**config.mk**
```make
export PLATFORM = sky130hd
export DESIGN_NAME = pwb_buffer
export DESIGN_NICKNAME = d
export VERILOG_FILES = /design/src/rtl/pwb_pkg.sv /design/src/rtl/pwb_wq.sv /design/src/rtl/pwb_parity.sv /design/src/rtl/pwb_buffer.sv
export SDC_FILE = /design/constraint.sdc
export NUM_CORES = 1
export LEC_CHECK = 0
export ABC_AREA = 0
export CORE_ASPECT_RATIO = 1.1
export CORE_UTILIZATION = 45
export DETAILED_ROUTE_END_ITERATION = 6
export DONT_BUFFER_PORTS = 1
export GPL_ROUTABILITY_DRIVEN = 0
export PLACE_DENSITY = 0.6
export SYNTH_ARGS = -nofsm -noshare
export SYNTH_HDL_FRONTEND = slang
export SYNTH_HIERARCHICAL = 1
export SYNTH_SLANG_ARGS = --single-unit
```
**constraint.sdc**
```tcl
create_clock -name clk -period 14 [get_ports clk]
set_input_delay 2.1 -clock clk [delete_from_list [all_inputs] [get_ports clk]]
set_output_delay 2.1 -clock clk [all_outputs]
set_load 0.005 [all_outputs]
```
**src/rtl/pwb_pkg.sv**
```systemverilog
// Shared widths and the queued-write record for the posted write buffer.
// Assumes a 32-bit byte-addressed bus with one enable per byte.
package pwb_pkg;
    localparam int ADDR_W = 32;
    localparam int DATA_W = 32;
    localparam int BE_W   = DATA_W / 8;

    typedef struct packed {
        logic [ADDR_W-1:0] addr;
        logic [DATA_W-1:0] data;
        logic [BE_W-1:0]   be;
    } wr_entry_t;
endpackage

```
**src/rtl/pwb_wq.sv**
```systemverilog
// In-order write queue: a circular buffer of DEPTH entries with occupancy
// flags. Assumes the caller never pushes when full or pops when empty.
module pwb_wq
    import pwb_pkg::*;
#(
    parameter int DEPTH = 6
) (
    input  logic      clk,
    input  logic      rst_n,
    input  logic      push,
    input  wr_entry_t din,
    input  logic      pop,
    output wr_entry_t head,
    output logic      full,
    output logic      empty
);
    localparam int PW = (DEPTH > 1) ? $clog2(DEPTH) : 1;
    localparam int CW = $clog2(DEPTH + 1);
    localparam logic [PW-1:0] LAST = PW'(DEPTH - 1);

    wr_entry_t        slot_q [DEPTH];
    logic [PW-1:0]    wptr_q, rptr_q;
    logic [CW-1:0]    cnt_q;

    // Entry storage: written at the write pointer on each push.
    always_ff @(posedge clk) begin
        if (push) slot_q[wptr_q] <= din;
    end

    // Pointers and occupancy count, wrapping at DEPTH.
    always_ff @(posedge clk) begin
        if (!rst_n) begin
            wptr_q <= '0;
            rptr_q <= '0;
            cnt_q  <= '0;
        end else begin
            if (push) wptr_q <= (wptr_q == LAST) ? '0 : wptr_q + 1'b1;
            if (pop)  rptr_q <= (rptr_q == LAST) ? '0 : rptr_q + 1'b1;
            if (push && !pop)      cnt_q <= cnt_q + 1'b1;
            else if (pop && !push) cnt_q <= cnt_q - 1'b1;
        end
    end

    // Head view and flags.
    always_comb begin
        head  = slot_q[rptr_q];
        full  = (cnt_q == CW'(DEPTH));
        empty = (cnt_q == '0);
    end


    no_overflow_chk: assert property (@(posedge clk) disable iff (!rst_n)
        push |-> !full);

    no_underflow_chk: assert property (@(posedge clk) disable iff (!rst_n)
        pop |-> !empty);

    flag_excl_chk: assert property (@(posedge clk) disable iff (!rst_n)
        !(full && empty));
endmodule

```
**src/rtl/pwb_parity.sv**
```systemverilog
// Per-byte even parity generator: one bit per byte, set when that byte
// holds an odd number of ones. Purely combinational.
module pwb_parity #(
    parameter int BYTES = 4
) (
    input  logic [8*BYTES-1:0] data,
    output logic [BYTES-1:0]   par
);
    for (genvar b = 0; b < BYTES; b++) begin : g_byte
        // Reduce one byte to its parity bit.
        always_comb par[b] = ^data[8*b +: 8];
    end
endmodule

```
**src/rtl/pwb_buffer.sv**
```systemverilog
// Posted write and read buffer. Queues processor stores and drains them in
// order, using page-mode issue when the head write shares the page of the
// write retired in the previous cycle. Holds one read and latches its data
// with byte parity. Assumes memory resolves read-after-write hazards itself.
module pwb_buffer
    import pwb_pkg::*;
#(
    parameter int DEPTH     = 6,
    parameter int PAGE_BITS = 11
) (
    input  logic              clk,
    input  logic              rst_n,
    input  logic              cpu_wr_valid,
    input  logic [ADDR_W-1:0] cpu_wr_addr,
    input  logic [DATA_W-1:0] cpu_wr_data,
    input  logic [BE_W-1:0]   cpu_wr_be,
    output logic              wr_full,
    output logic              wr_empty,
    input  logic              cpu_rd_req,
    input  logic [ADDR_W-1:0] cpu_rd_addr,
    output logic              rd_busy,
    output logic              cpu_rd_valid,
    output logic [DATA_W-1:0] cpu_rd_data,
    output logic [BE_W-1:0]   cpu_rd_par,
    output logic              mem_wr_req,
    output logic              mem_wr_page,
    output logic [ADDR_W-1:0] mem_wr_addr,
    output logic [DATA_W-1:0] mem_wr_data,
    output logic [BE_W-1:0]   mem_wr_be,
    input  logic              mem_wr_ack,
    input  logic              mem_page_open,
    output logic              mem_rd_req,
    output logic [ADDR_W-1:0] mem_rd_addr,
    input  logic              mem_rd_ack,
    input  logic [DATA_W-1:0] mem_rd_data
);
    localparam int PG_W = ADDR_W - PAGE_BITS;

    typedef enum logic {RD_IDLE, RD_WAIT} rd_state_e;

    wr_entry_t       in_ent, head;
    logic            accept, retire, pg_hit;
    logic [PG_W-1:0] head_pg, last_pg_q;
    logic            last_ret_q;
    rd_state_e       rd_st_q;
    logic [ADDR_W-1:0] rd_addr_q;
    logic [DATA_W-1:0] rd_data_q;
    logic            rd_valid_q;

    // Store acceptance and record packing.
    always_comb begin
        accept      = cpu_wr_valid && !wr_full;
        in_ent.addr = cpu_wr_addr;
        in_ent.data = cpu_wr_data;
        in_ent.be   = cpu_wr_be;
    end

    pwb_wq #(.DEPTH(DEPTH)) u_wq (
        .clk   (clk),
        .rst_n (rst_n),
        .push  (accept),
        .din   (in_ent),
        .pop   (retire),
        .head  (head),
        .full  (wr_full),
        .empty (wr_empty)
    );

    // Write issue: page-mode when following a same-page retirement.
    always_comb begin
        head_pg     = head.addr[ADDR_W-1:PAGE_BITS];
        pg_hit      = last_ret_q && (head_pg == last_pg_q) && mem_page_open;
        mem_wr_req  = !wr_empty;
        mem_wr_page = mem_wr_req && pg_hit;
        retire      = mem_wr_req && (pg_hit || mem_wr_ack);
        mem_wr_addr = head.addr;
        mem_wr_data = head.data;
        mem_wr_be   = head.be;
    end

    // Remember whether and in which page a write retired last cycle.
    always_ff @(posedge clk) begin
        if (!rst_n) begin
            last_ret_q <= 1'b0;
            last_pg_q  <= '0;
        end else begin
            last_ret_q <= retire;
            if (retire) last_pg_q <= head_pg;
        end
    end

    // Single read holder: capture, forward when writes drained, latch data.
    always_ff @(posedge clk) begin
        if (!rst_n) begin
            rd_st_q    <= RD_IDLE;
            rd_addr_q  <= '0;
            rd_data_q  <= '0;
            rd_valid_q <= 1'b0;
        end else begin
            rd_valid_q <= 1'b0;
            case (rd_st_q)
                RD_IDLE: if (cpu_rd_req) begin
                    rd_addr_q <= cpu_rd_addr;
                    rd_st_q   <= RD_WAIT;
                end
                RD_WAIT: if (mem_rd_req && mem_rd_ack) begin
                    rd_data_q  <= mem_rd_data;
                    rd_valid_q <= 1'b1;
                    rd_st_q    <= RD_IDLE;
                end
                default: rd_st_q <= RD_IDLE;
            endcase
        end
    end

    // Read-side outputs.
    always_comb begin
        rd_busy      = (rd_st_q == RD_WAIT);
        mem_rd_req   = rd_busy && wr_empty;
        mem_rd_addr  = rd_addr_q;
        cpu_rd_valid = rd_valid_q;
        cpu_rd_data  = rd_data_q;
    end

    pwb_parity #(.BYTES(BE_W)) u_par (
        .data (rd_data_q),
        .par  (cpu_rd_par)
    );


    full_hold_chk: assert property (@(posedge clk) disable iff (!rst_n)
        (mem_wr_req && !mem_wr_page && !mem_wr_ack) |=>
        (mem_wr_req && $stable(mem_wr_addr) && $stable(mem_wr_data)));

    page_follow_chk: assert property (@(posedge clk) disable iff (!rst_n)
        mem_wr_page |-> $past(retire));

    rd_order_chk: assert property (@(posedge clk) disable iff (!rst_n)
        mem_rd_req |-> !mem_wr_req);

    rd_valid_chk: assert property (@(posedge clk) disable iff (!rst_n)
        cpu_rd_valid |-> $past(mem_rd_req && mem_rd_ack));

    rd_addr_hold_chk: assert property (@(posedge clk) disable iff (!rst_n)
        (rd_busy && $past(rd_busy)) |-> $stable(mem_rd_addr));
endmodule

```
=== Word level (Yosys, flattened, before mapping) ===
Memories as Yosys holds them, arrays and structs flattened. A register that Yosys moved wholly into a read port is not among the register bits.
Index checks and enable logic that the tools add are counted.

* Flip-flop bits (word level): 97
* Memory bits (writable): 408
* Bits of input ports: 139
* Output and inout bits: 143
* Word-level logic and storage cells: 54
* Memories: 1

{| class="wikitable"
|+ Memory list
! name !! depth !! bits a word !! rd ports !! clocked after memory_dff !! write ports !! line !! text
|-
| u_wq.slot_q || 6 || 68 || 1 || 1 || 1 || pwb_wq.sv:21 || <nowiki>wr_entry_t slot_q [DEPTH];</nowiki>
|}

* Add/sub/neg operators: 4
* Equal/unequal tests: 4
* Multiplexer cells: 12
* Bitwise gates (word level): 1
* Reduce and logical (&&, ||, !) cells: 23

{| class="wikitable"
|+ Operators with widths
! operator !! number
|-
| parity 8 bit || 4
|-
| == test 21 bit || 1
|-
| 2-to-1 mux 3 bit || 6
|-
| adder 3 x 1 -> 3 bit, second input constant || 3
|-
| == test 3 bit, second input constant || 3
|-
| logical AND 1 bit || 9
|-
| AND reduction 2 bit || 3
|-
| 2-to-1 mux 1 bit || 5
|-
| zero test 1 bit || 4
|-
| zero test 3 bit || 1
|-
| subtractor 3 x 1 -> 3 bit, second input constant || 1
|-
| case mux 1 bit (2 select lines) || 1
|-
| nonzero test 2 bit || 1
|-
| logical OR 1 bit || 1
|-
| NOT 1 bit || 1
|}

=== Depth between registers and ports, before layout ===
Gate-level depths: netlist (run 1).

* Depth in word-level cells: 8
* Mapped depth: 17
* Mapped depth without buffers: 14

=== Modules after synthesis ===
Netlist (run 1), hierarchy kept.

{| class="wikitable"
|+ By module, submodules not included
! module !! instances !! cells each !! area each (um^2) !! seq. area each (um^2)
|-
| pwb_wq || 1 || 694 || 16,149.2 || 12,492.0
|-
| pwb_buffer || 1 || 374 || 3,438.3 || 1,761.7
|-
| pwb_parity || 1 || 28 || 245.2 || 0.0
|}

=== Worst setup path before layout (run 1) ===
No wires, ideal clock.

* Path type: input port to flip-flop
* Start: input port cpu_wr_valid
* End: memory u_wq/slot_q[3][0] in the netlist's numbering (enable)
* Setup time: 0.594 ns
* Data arrival time: 7.479 ns
* Required time: 13.406 ns
* Path slack: 5.927 ns
* Cell stages on the path: 3
* Path buffers: 0
* Cell sequence: nor2b_1 nand2_1 nor3b_1

* Longest elaborated chain between the ends: 3

{| class="wikitable"
|+ Ends and longest elaborated chain
! what !! line !! text
|-
| from (decl) || pwb_buffer.sv:13 || <nowiki>input logic cpu_wr_valid,</nowiki>
|-
| logical AND 1 bit || pwb_buffer.sv:52 || <nowiki>accept = cpu_wr_valid && !wr_full;</nowiki>
|-
| 2-to-1 mux 1 bit || pwb_wq.sv:27 || <nowiki>if (push) slot_q[wptr_q] <= din;</nowiki>
|-
| 2-to-1 mux 1 bit (implied by the code) || pwb_wq.sv:27 ||
|-
| to (decl) || pwb_wq.sv:21 ||
|}

Every way passes these cells.

==> results of run 1 <==
-- cell type report --
cell class                      count  area [µm²]
Clock inverter                     30         412
Multi-Input combinational cell    525        5290
Clock buffer                       62        1360
Sequential cell                   508       14300
Tap cell                          574         718
Inverter                            5        20.0
Timing Repair Buffer               20         150
Antenna cell                        1        2.50
Fill cell                        3512       21200
-- layout by cell type, fill, tap and decap left out, types with 5 or more instances in the layout --
cell type,instances
mux4_2,68
mux2_4,40
o211ai_2,20
xnor2_1,43
nand2_1,115
clkinv_1,6
and2_1,5
dfxtp_1,97
edfxtp_1,408
buf_4,20
a22o_1,32
mux2_2,96
clkbuf_16,52
nand3_1,21
xor2_1,9
bufinv_16,10
clkbuf_1,8
a21oi_1,34
clkinv_2,6
-- stage by stage --
stage | util | std cells | worst slack [ns] | area, µm² | power (mW)
global route | 0.511 | 1725 | 7.20 | 22200 | 4.00
global placement | 0.471 | 1632 | 8.07 | 20400 | 2.46
CTS | 0.511 | 1724 | 7.38 | 22200 | 3.91
floorplan | - | 1096 | 5.93 | 19800 | 2.31
detailed placement | 0.471 | 1632 | 8.03 | 20400 | 2.47
finish | 0.511 | 1725 | 7.54 | 22200 | 3.85
-- per-layer routing --
| layer | share of wire | vias up | GRT usage |
|---|---|---|---|
| li1 | - | 4287 | - |
| met1 | 0.40 | 4827 | 0.213 |
| met2 | 0.49 | 281 | 0.304 |
| met3 | 0.086 | 60 | 0.0591 |
| met4 | 0.023 | 0 | 0.0599 |
| met5 | 0 | - | 0 |
-- worst paths after layout --
path                       start              to  slack (ns)  cells past startpoint
setup reg to reg            flop   u_wq/cnt_q[2]        9.24                     15
setup / recovery            flop     mem_wr_page        7.54                      8
hold reg to reg   mem_rd_addr[9]  mem_rd_addr[9]        0.48                      2
hold / removal    mem_rd_addr[9]  mem_rd_addr[9]        0.48                      2
-- sequential cells by signal, summed over array words and instances, names as in the netlist, named ones only --
signal        cells
rd_busy           1
mem_rd_addr      32
last_pg_q        21
u_wq/slot_q     408
cpu_rd_data      32
u_wq/rptr_q       3
u_wq/cnt_q        3
last_ret_q        1
cpu_rd_valid      1
u_wq/wptr_q       3
-- kinds of logic (layout without fill, tap and decap cells) --
group	Yosys count	after routing	synth area share
AOI/OAI and AO/OA	95	95	0.0385
xor gates and xnor gates	52	52	0.0230
adders and majority gates	2	2	0.00164
buffers and inverters	63	117	0.0170
DFF	508	508	0.719
muxes	206	206	0.163
other	0	1	0
and+or+nand+nor	170	170	0.0382
-- worst max-delay path: cells and delay by family (launching register included) --
kind / cells / cell delay, ns
buffers and inverters: 2 / 1.25
xor gates and xnor gates: 1 / 0.18
DFF: 1 / 0.51
muxes: 2 / 0.96
and+or+nand+nor: 3 / 0.84
-- power breakdown --
group	internal (mW)	switching (mW)	total [mW]
registers	1.72	0.0781	1.80
clock network	0.874	0.558	1.43
logic	0.307	0.306	0.614
==> key figures, run 1 <==
Die
  • Die ar.: around 45000 µm²
  • Die W: 202 µm
  • Core ar.: ~43000 µm²
  • Initial core utilization: 0.457
  • Die height: ~220 µm
  • Row count: 80
  • Top Ports: 282

Logic synthesis
  • Cell taking the most area after synthesis: edfxtp_1
  • Synthesized area per cell: 18.1 µm²
  • Synth top area share: 0.618
  • Async SR Flop Fraction: 0
  • Yosys warns: 6
  • Synth top cells by count: edfxtp_1, nand2_1, dfxtp_1
  • Register bit count reported by yosys: around 500
  • Top FF cell, synth: edfxtp_1
  • Post-synthesis sequential area ratio: 0.719
  • Mapped Cells: around 1100
  • Top cells by area, synth: edfxtp_1, dfxtp_1, mux4_2
  • EDFF count, synth: 408
  • Synth Cell Area: between 15000 and 20000 µm²
  • Distinct cells, synth: 39
  • Most common cell in the netlist: edfxtp_1
  • Syn nets: approximately 1200

Timing
  • Fmax: 155 MHz
  • Final setup violation count: 0
  • Period minus WS final: 6.46 ns
  • Max-slew violation count: 0
  • RSZ-0062 raised after global routing: false
  • Setup TNS: 0 ns
  • Final period util: 0.461
  • Final-report hold violation count: 0
  • Worst hold slack: 0.478 ns
  • Worst-Margin Slew: around 1.3 ns
  • Max_slew headroom: 0.159
  • Clk_skew: 0.0156 ns

Worst setup path
  • Worst Setup End Kind: output pin
  • Worst setup SP type: flop
  • CP peak stage delay: 0.87 ns
  • CP required: 11.90 ns
  • Slowest CP cell: buf_4
  • CP Class: reg -> out
  • Critical Path Fanout Max: 72
  • Critical path cell sequence: buf_4 -> mux2_2 -> mux4_2 -> xor2_1 -> or4_4 -> nor3_1 -> nand2_1 -> clkinv_2
  • Worst Path Arrival: 4.36 ns

Global routing
  • Largest net degree at the start of global routing: 73
  • Total track usage: 0.179
  • Congestion Overflow GR: 0
  • First-pass GRT wire length: 60300 µm
  • Vias in the first global route: 9686
  • Initial antenna violation count: 1

Final layout
  • Layout Nets: 1251
  • Share of cells above drive strength 1: 0.294
  • Synth-to-layout area growth: 12.0%

Power and ir drop
  • Pwr Density: 173 nW/µm²
  • Peak supply drop: between 100 and 150 µV
  • LEAKAGE: 7.22 nW

Status
  • Status: complete, no violations

Detailed routing
  • Vias per Instance: 5.48
  • Vias post-DR: 9455
  • DRC violations left: 0
  • Wirelength per Cell: ~23 µm
  • Drt initial violations: 563
  • Drt total wl: roughly 40000 µm
  • Final ANT Viol Nets: 0
  • DR pass1 iterations: 4

Place
  • # port buffers: 0
  • DP HPWL: 23500 µm

Clock network
  • Reg clk slew, reported paths: 0.06 ns
  • Root Buffer: clkbuf_16
  • Post-CTS Setup Inserts: 0
  • H-Tree Depth: 2
  • CTS tree: built
  • Worst skew pair latency: 0.58 ns
  • Post-CTS Hold Fix Bufs: 0
  • Clk buf depth: 3
  • # resized after CTS: 0
  • Clock sink total: 508
  • CTS Buf Count: 50

Flow run
  • Max Cap Viol: 0

Min path
  • Hold Crit Class: reg -> reg
No activity file was read; power rests on OpenSTA's default activity.
==> inputs of run 2 (changes only) <==
--- a/config.mk
+++ b/config.mk
@@ -11,7 +11,7 @@
 export DETAILED_ROUTE_END_ITERATION = 6
 export DONT_BUFFER_PORTS = 1
 export GPL_ROUTABILITY_DRIVEN = 0
-export PLACE_DENSITY = 0.6
+export PLACE_DENSITY = 0.62
 export SYNTH_ARGS = -nofsm -noshare
 export SYNTH_HDL_FRONTEND = slang
 export SYNTH_HIERARCHICAL = 1
==> constraint.sdc (replaced) <==
create_clock -name clk -period 5.55 [get_ports clk]
set_input_delay 0.8325 -clock clk [delete_from_list [all_inputs] [get_ports clk]]
set_output_delay 0.8325 -clock clk [all_outputs]
set_load 0.005 [all_outputs]
==> run 2 against run 1 <==
First-iteration DRC count grew 7.6%. Final cell count grew 0.64%. Clock-buffer cell count rose by 7. Largest power group unchanged.
==> key figures, run 2 (synthesis results as in run 1) <==
Clock network
  • Post-CTS Setup Inserts: 0 (unchanged)
  • # resized after CTS: 0 (unchanged)
  • Post-CTS Hold Fix Bufs: 0 (unchanged)
  • Reg clk slew, reported paths: 0.06 ns (about the same)
  • H-Tree Depth: 2 (unchanged)
  • Worst skew pair latency: 0.59 ns (about the same)
  • CTS tree: built
  • Clk buf depth: 3 (unchanged)
  • CTS Buf Count: 55 (+10%)
  • Root Buffer: clkbuf_16
  • Clock sink total: 508 (unchanged)

Die
  • Die height: 222 µm (unchanged)
  • Row count: 80 (unchanged)
  • Core ar.: 43400 µm² (unchanged)
  • Top Ports: 282 (unchanged)
  • Initial core utilization: 0.457 (unchanged)
  • Die W: 202 µm (unchanged)
  • Die ar.: 44900 µm² (unchanged)

Final layout
  • Max reg flops: 408 (unchanged)
  • Finished Cell Area: 22200 µm² (about the same)
  • FILL cells: 3580 (+1.9%)
  • FF/Latch Area: 14300 µm² (unchanged)
  • Combined area of the multi-input logic cells: 5320 µm² (+0.52%)
  • Layout Cells excl Fill: 1736 (+0.64%)
  • Most frequent cells in the layout: edfxtp_1, nand2_1, dfxtp_1
  • Commonest non-fill, non-tap cell in the layout: edfxtp_1
  • Share of cells above drive strength 1: 0.297 (+0.00324)
  • Layout Nets: 1258 (+0.56%)
  • Top reg by flops: u_wq/slot_q
  • Synth-to-layout area growth: 12.1% (about the same)

Worst setup path
  • Worst setup SP type: flop
  • Worst Path Arrival: 3.84 ns (-0.52 ns)
  • CP required: 4.72 ns (-7.18 ns)
  • Critical Path Fanout Max: 47 (-35%)
  • CP Class: reg -> out
  • Worst Setup End Kind: output pin

Timing
  • Max_slew headroom: 0.161 (+0.00178)
  • Final setup violation count: 0 (unchanged)
  • Final-report hold violation count: 0 (unchanged)
  • Period minus WS final: between 4 and 5 ns
  • Setup TNS: 0 ns (unchanged)
  • RSZ-0062 raised after global routing: false
  • Worst-Margin Slew: 1.26 ns (+0.00301 ns)
  • Final period util: 0.842
  • Max-slew violation count: 0 (unchanged)
  • Fmax: roughly 210 MHz
  • Clk_skew: 0.0204 ns (+0.00478 ns)

Global routing
  • Congestion Overflow GR: 0 (unchanged)
  • Largest net degree at the start of global routing: 69 (-5.5%)
  • Global route hottest layer: met2
  • Total track usage: 0.185 (+0.00607)
  • Initial antenna violation count: 1 (unchanged)
  • Vias in the first global route: 9924 (+2.5%)
  • Grt met2 use: 0.315 (+0.0106)
  • GR Util met3: 0.0625 (+0.00337)
  • First-pass GRT wire length: 62000 µm (+2.8%)
  • Met1 Track Usage GR: 0.216 (+0.00299)

Flow run
  • Max Cap Viol: 0 (unchanged)

Power and ir drop
  • Switching Power: 2.40 mW (+150%)
  • Clk pwr share: 0.364 (-0.008)
  • Pwr Density: 430 nW/µm² (+150%)
  • Reg power frac: 0.477 (+0.009)
  • LEAKAGE: 7.24 nW (+0.23%)
  • Switching fraction of total power: 0.251 (+0.00614)
  • Peak supply drop: 324 µV (+160%)
  • Int Power: 7.17 mW (+150%)
  • Combinational Power Share: 0.160 (about the same)

Place
  • DP HPWL: 24000 µm (+2.0%)
  • Placed instance count: 1634 (+0.12%)
  • # port buffers: 0 (unchanged)
  • Dpl cell area: 20500 µm² (+0.27%)

Detailed routing
  • Drt initial violations: 606 (+7.6%)
  • Drt total wl: 41500 µm (+3.2%)
  • Vias post-DR: 9534 (+0.84%)
  • DRC violations left: 0 (unchanged)
  • Final ANT Viol Nets: 0 (unchanged)
  • Vias per Instance: 5.49 (+0.20%)
  • Wirelength per Cell: 23.9 µm (+2.5%)
  • DR pass1 iterations: 4 (unchanged)

Status
  • Status: complete, no violations

Min path
  • Hold Crit Class: in -> reg
-- run 2: cell count changes in the layout (fill, tap and decap cells not counted), sizes merged --
cell,delta
buf,+2
bufinv,-7
clkbuf,+7
clkinv,+15
clkinvlp,-4
inv,-2
-- run 2: area by class of cell --
cell class | instances | area share
flip-flops and latches | 508 | 0.642
multi-input cells | 525 | 0.239
clock buffers | 69 | 0.0673
well taps | 574 | 0.0323
clock inverters | 32 | 0.0107
repair buffers | 22 | 0.00799
inverters | 5 | 0.000900
diodes | 1 | 0.000113
-- run 2: through the flow --
step,hold WS (ns),power [mW],utilization,setup slack (ns)
CTS,0.290,9.73,0.512,0.802
finish,0.334,9.57,0.512,0.876
floorplan,0.453,5.83,-,0.984
global route,0.301,9.98,0.512,0.691
global placement,0.462,6.19,0.472,1.45
detailed placement,0.466,6.21,0.472,1.34
-- run 2: worst max-delay path: stages, from the launching register on --
cell,delay (ns)
dfxtp_4,0.85
mux2_2,0.41
mux4_2,0.54
xor2_1,0.18
or4_4,0.51
nor3_1,0.21
nand2_1,0.13
clkinv_2,0.41
-- run 2: path summary, 6_finish.rpt --
path | from | to | slack, ns | cells after the start
max | flop | mem_wr_page | 0.88 | 7
min | cpu_wr_data[21] | u_wq/slot_q[1][25] | 0.33 | 0
max reg2reg | flop | u_wq/cnt_q[2] | 1.36 | 14
min reg2reg | mem_rd_addr[1] | mem_rd_addr[1] | 0.47 | 2
-- run 2: power groups by stage --
stage	logic [mW]	registers [mW]	clock network [mW]
6_report	1.53	4.56	3.48
3_5_place_dp	1.57	4.65	0
2_1_floorplan	1.30	4.52	0
3_3_place_gp	1.55	4.64	0
4_1_cts	1.57	4.57	3.59
5_1_grt	1.67	4.59	3.72
-- run 2: metal layers --
| metal | part of all wire | up-vias |
|---|---|---|
| li1 | - | 4285 |
| met1 | 0.39 | 4868 |
| met2 | 0.50 | 313 |
| met3 | 0.088 | 68 |
| met4 | 0.028 | 0 |
| met5 | 0 | - |
==> inputs of run 3 (changes only) <==
==> constraint.sdc (replaced) <==
create_clock -name clk -period 3.9 [get_ports clk]
set_input_delay 0.585 -clock clk [delete_from_list [all_inputs] [get_ports clk]]
set_output_delay 0.585 -clock clk [all_outputs]
set_load 0.005 [all_outputs]
==> run 3 against run 2 <==
Utilization is 0.16 points higher. Final cell count up 0.40%. Sequential share of layout area down 0.20 points. Clock skew is 0.0032 ns higher. Combinational power grew 57%. Die area is the same. Largest power group unchanged.
==> key figures, run 3 (synthesis results as in run 1) <==
Final layout
  • FF/Latch Area: 14300 µm² (unchanged)
  • Share of cells above drive strength 1: 0.301 (+0.00336)
  • Most frequent cells in the layout: edfxtp_1, nand2_1, dfxtp_1
  • FILL cells: 3484 (-2.7%)
  • Fin util: 0.513 (+0.00158)
  • Commonest non-fill, non-tap cell in the layout: edfxtp_1
  • Layout Nets: 1272 (+1.1%)
  • Layout Cells excl Fill: 1743 (+0.40%)
  • Finished Cell Area: 22300 µm² (+0.31%)
  • Synth-to-layout area growth: 12.4%
  • Combined area of the multi-input logic cells: 5340 µm² (+0.40%)
  • Top reg by flops: u_wq/slot_q
  • Max reg flops: 408 (unchanged)

Power and ir drop
  • Switching Power: 3.35 mW (+40%)
  • Combinational Power Share: 0.178 (+0.018)
  • Switching fraction of total power: 0.249 (-0.00212)
  • Peak supply drop: 400 µV (+24%)
  • Pwr Density: 604 nW/µm² (+40%)
  • Clk pwr share: 0.347 (-0.017)
  • Reg power frac: 0.475 (-0.002)
  • Int Power: 10.1 mW (+41%)
  • LEAKAGE: 7.27 nW (+0.43%)

Timing
  • Clk_skew: 0.0236 ns (+0.00319 ns)
  • Final setup violation count: 0 (unchanged)
  • Final-report hold violation count: 0 (unchanged)
  • Fmax: about 270 MHz
  • Worst-Margin Slew: 1.22 ns (-0.0401 ns)
  • Final period util: 0.965
  • Period minus WS final: 3.76 ns
  • RSZ-0062 raised after global routing: false
  • Max-slew violation count: 0 (unchanged)
  • Max_slew headroom: 0.188 (+0.0267)
  • Worst setup margin: 0.138 ns (-0.738 ns)

Die
  • Row count: 80 (unchanged)
  • Top Ports: 282 (unchanged)
  • Core ar.: 43400 µm² (unchanged)
  • Initial core utilization: 0.457 (unchanged)
  • Die height: 222 µm (unchanged)
  • Die ar.: 44900 µm² (unchanged)
  • Die W: 202 µm (unchanged)

Clock network
  • Worst skew pair latency: 0.59 ns (about the same)
  • Clock sink total: 508 (unchanged)
  • Post-CTS Hold Fix Bufs: 0 (unchanged)
  • CTS tree: built
  • Clk buf depth: 3 (unchanged)
  • Root Buffer: clkbuf_16
  • H-Tree Depth: 2 (unchanged)
  • Reg clk slew, reported paths: 0.06 ns (about the same)
  • CTS Buf Count: 51 (-7.3%)

Global routing
  • Congestion Overflow GR: 0 (unchanged)
  • Vias in the first global route: 9808 (-1.2%)
  • Initial antenna violation count: 1 (unchanged)
  • First-pass GRT wire length: 61100 µm (-1.5%)
  • Total track usage: 0.183 (-0.00241)
  • Largest net degree at the start of global routing: 70 (+1.4%)

Detailed routing
  • Vias post-DR: 9550 (+0.17%)
  • Vias per Instance: 5.48 (-0.23%)
  • DRC violations left: 0 (unchanged)
  • Drt initial violations: 581 (-4.1%)
  • Final ANT Viol Nets: 0 (unchanged)
  • Wirelength per Cell: 23.6 µm (-1.4%)
  • DR pass1 iterations: 4 (unchanged)
  • Drt total wl: 41100 µm (-0.96%)

Worst setup path
  • CP peak stage delay: 0.56 ns (-0.29 ns)
  • CP required: 3.31 ns (-1.41 ns)
  • Worst Setup End Kind: output pin
  • Critical Path Fanout Max: 9 (-81%)
  • CP Class: reg -> out
  • Worst setup SP type: flop
  • Worst Path Arrival: 3.18 ns (-0.66 ns)
  • Critical path cell sequence: buf_4 -> mux2_2 -> mux4_2 -> xor2_1 -> or4_4 -> nor3_2 -> nand2_2 -> clkinv_4
  • Slowest CP cell: mux4_2

Place
  • # port buffers: 0 (unchanged)
  • Placed instance count: 1647 (+0.80%)
  • Dpl cell area: 20600 µm² (+0.59%)
  • DP HPWL: 24600 µm (+2.6%)
  • Pre-CTS setup slack: 0.0367 ns (-1.31 ns)

Min path
  • Hold Crit Class: in -> reg

Status
  • Status: complete, no violations

Flow run
  • Max Cap Viol: 0 (unchanged)
## run 3: area by class of cell
class                      instances  share of cell area
inverter                           5             0.00107
multi-input combinational        525               0.239
clock buffer                      66              0.0617
sequential                       508               0.640
tap                              574              0.0322
timing repair buffer              40              0.0161
clock inverter                    24             0.00987
antenna                            1            0.000112
## run 3: per-layer routing
metal / vias to the layer above / track usage / share of wire
met5: - / 0 / 0
met4: 0 / 0.0626 / 0.027
met3: 58 / 0.0670 / 0.087
met2: 302 / 0.314 / 0.50
met1: 4876 / 0.209 / 0.39
li1: 4314 / - / -
## run 3: metrics by stage
step	hold WS, ns	power [mW]	setup TNS [ns]
3_5_place_dp	0.466	8.93	0
3_3_place_gp	0.460	8.88	0
5_1_grt	0.0504	14.0	0
6_report	0.0890	13.5	0
4_1_cts	0.0459	13.7	0
2_1_floorplan	0.453	8.29	-56.95
## run 3: what timing repair did
action	CTS	global route
cloned	0	1
pin swaps	1	1
buffers inserted	2	2
hold endpoints to repair	0	0
gates resized for setup	4	2
endpoints found under the setup margin	1	2
## run 3: worst paths after layout
check                             to  slack [ns]  depth (start not counted)            start
setup / recovery         mem_wr_page        0.14                          8             flop
hold reg to reg      mem_rd_addr[16]        0.47                          2  mem_rd_addr[16]
hold / removal    u_wq/slot_q[4][31]        0.09                          0  cpu_wr_data[27]
setup reg to reg       u_wq/cnt_q[2]        0.24                         15             flop
## run 3: critical path, delay by kind of cell (launching register included)
kind	cells	cell delay (ns)
XOR/XNOR	1	0.18
flip-flops	1	0.43
buffers and inverters	2	0.30
multiplexers	2	0.88
AND/OR/NAND/NOR	3	0.77
## run 3: power groups by stage
stage          sequential [mW]  clock, mW  combinational [mW]
2_1_floorplan             6.43          0                1.86
3_3_place_gp              6.50          0                2.38
3_5_place_dp              6.51          0                2.41
4_1_cts                   6.40       4.82                2.44
5_1_grt                   6.43       5.01                2.60
6_report                  6.40       4.68                2.40
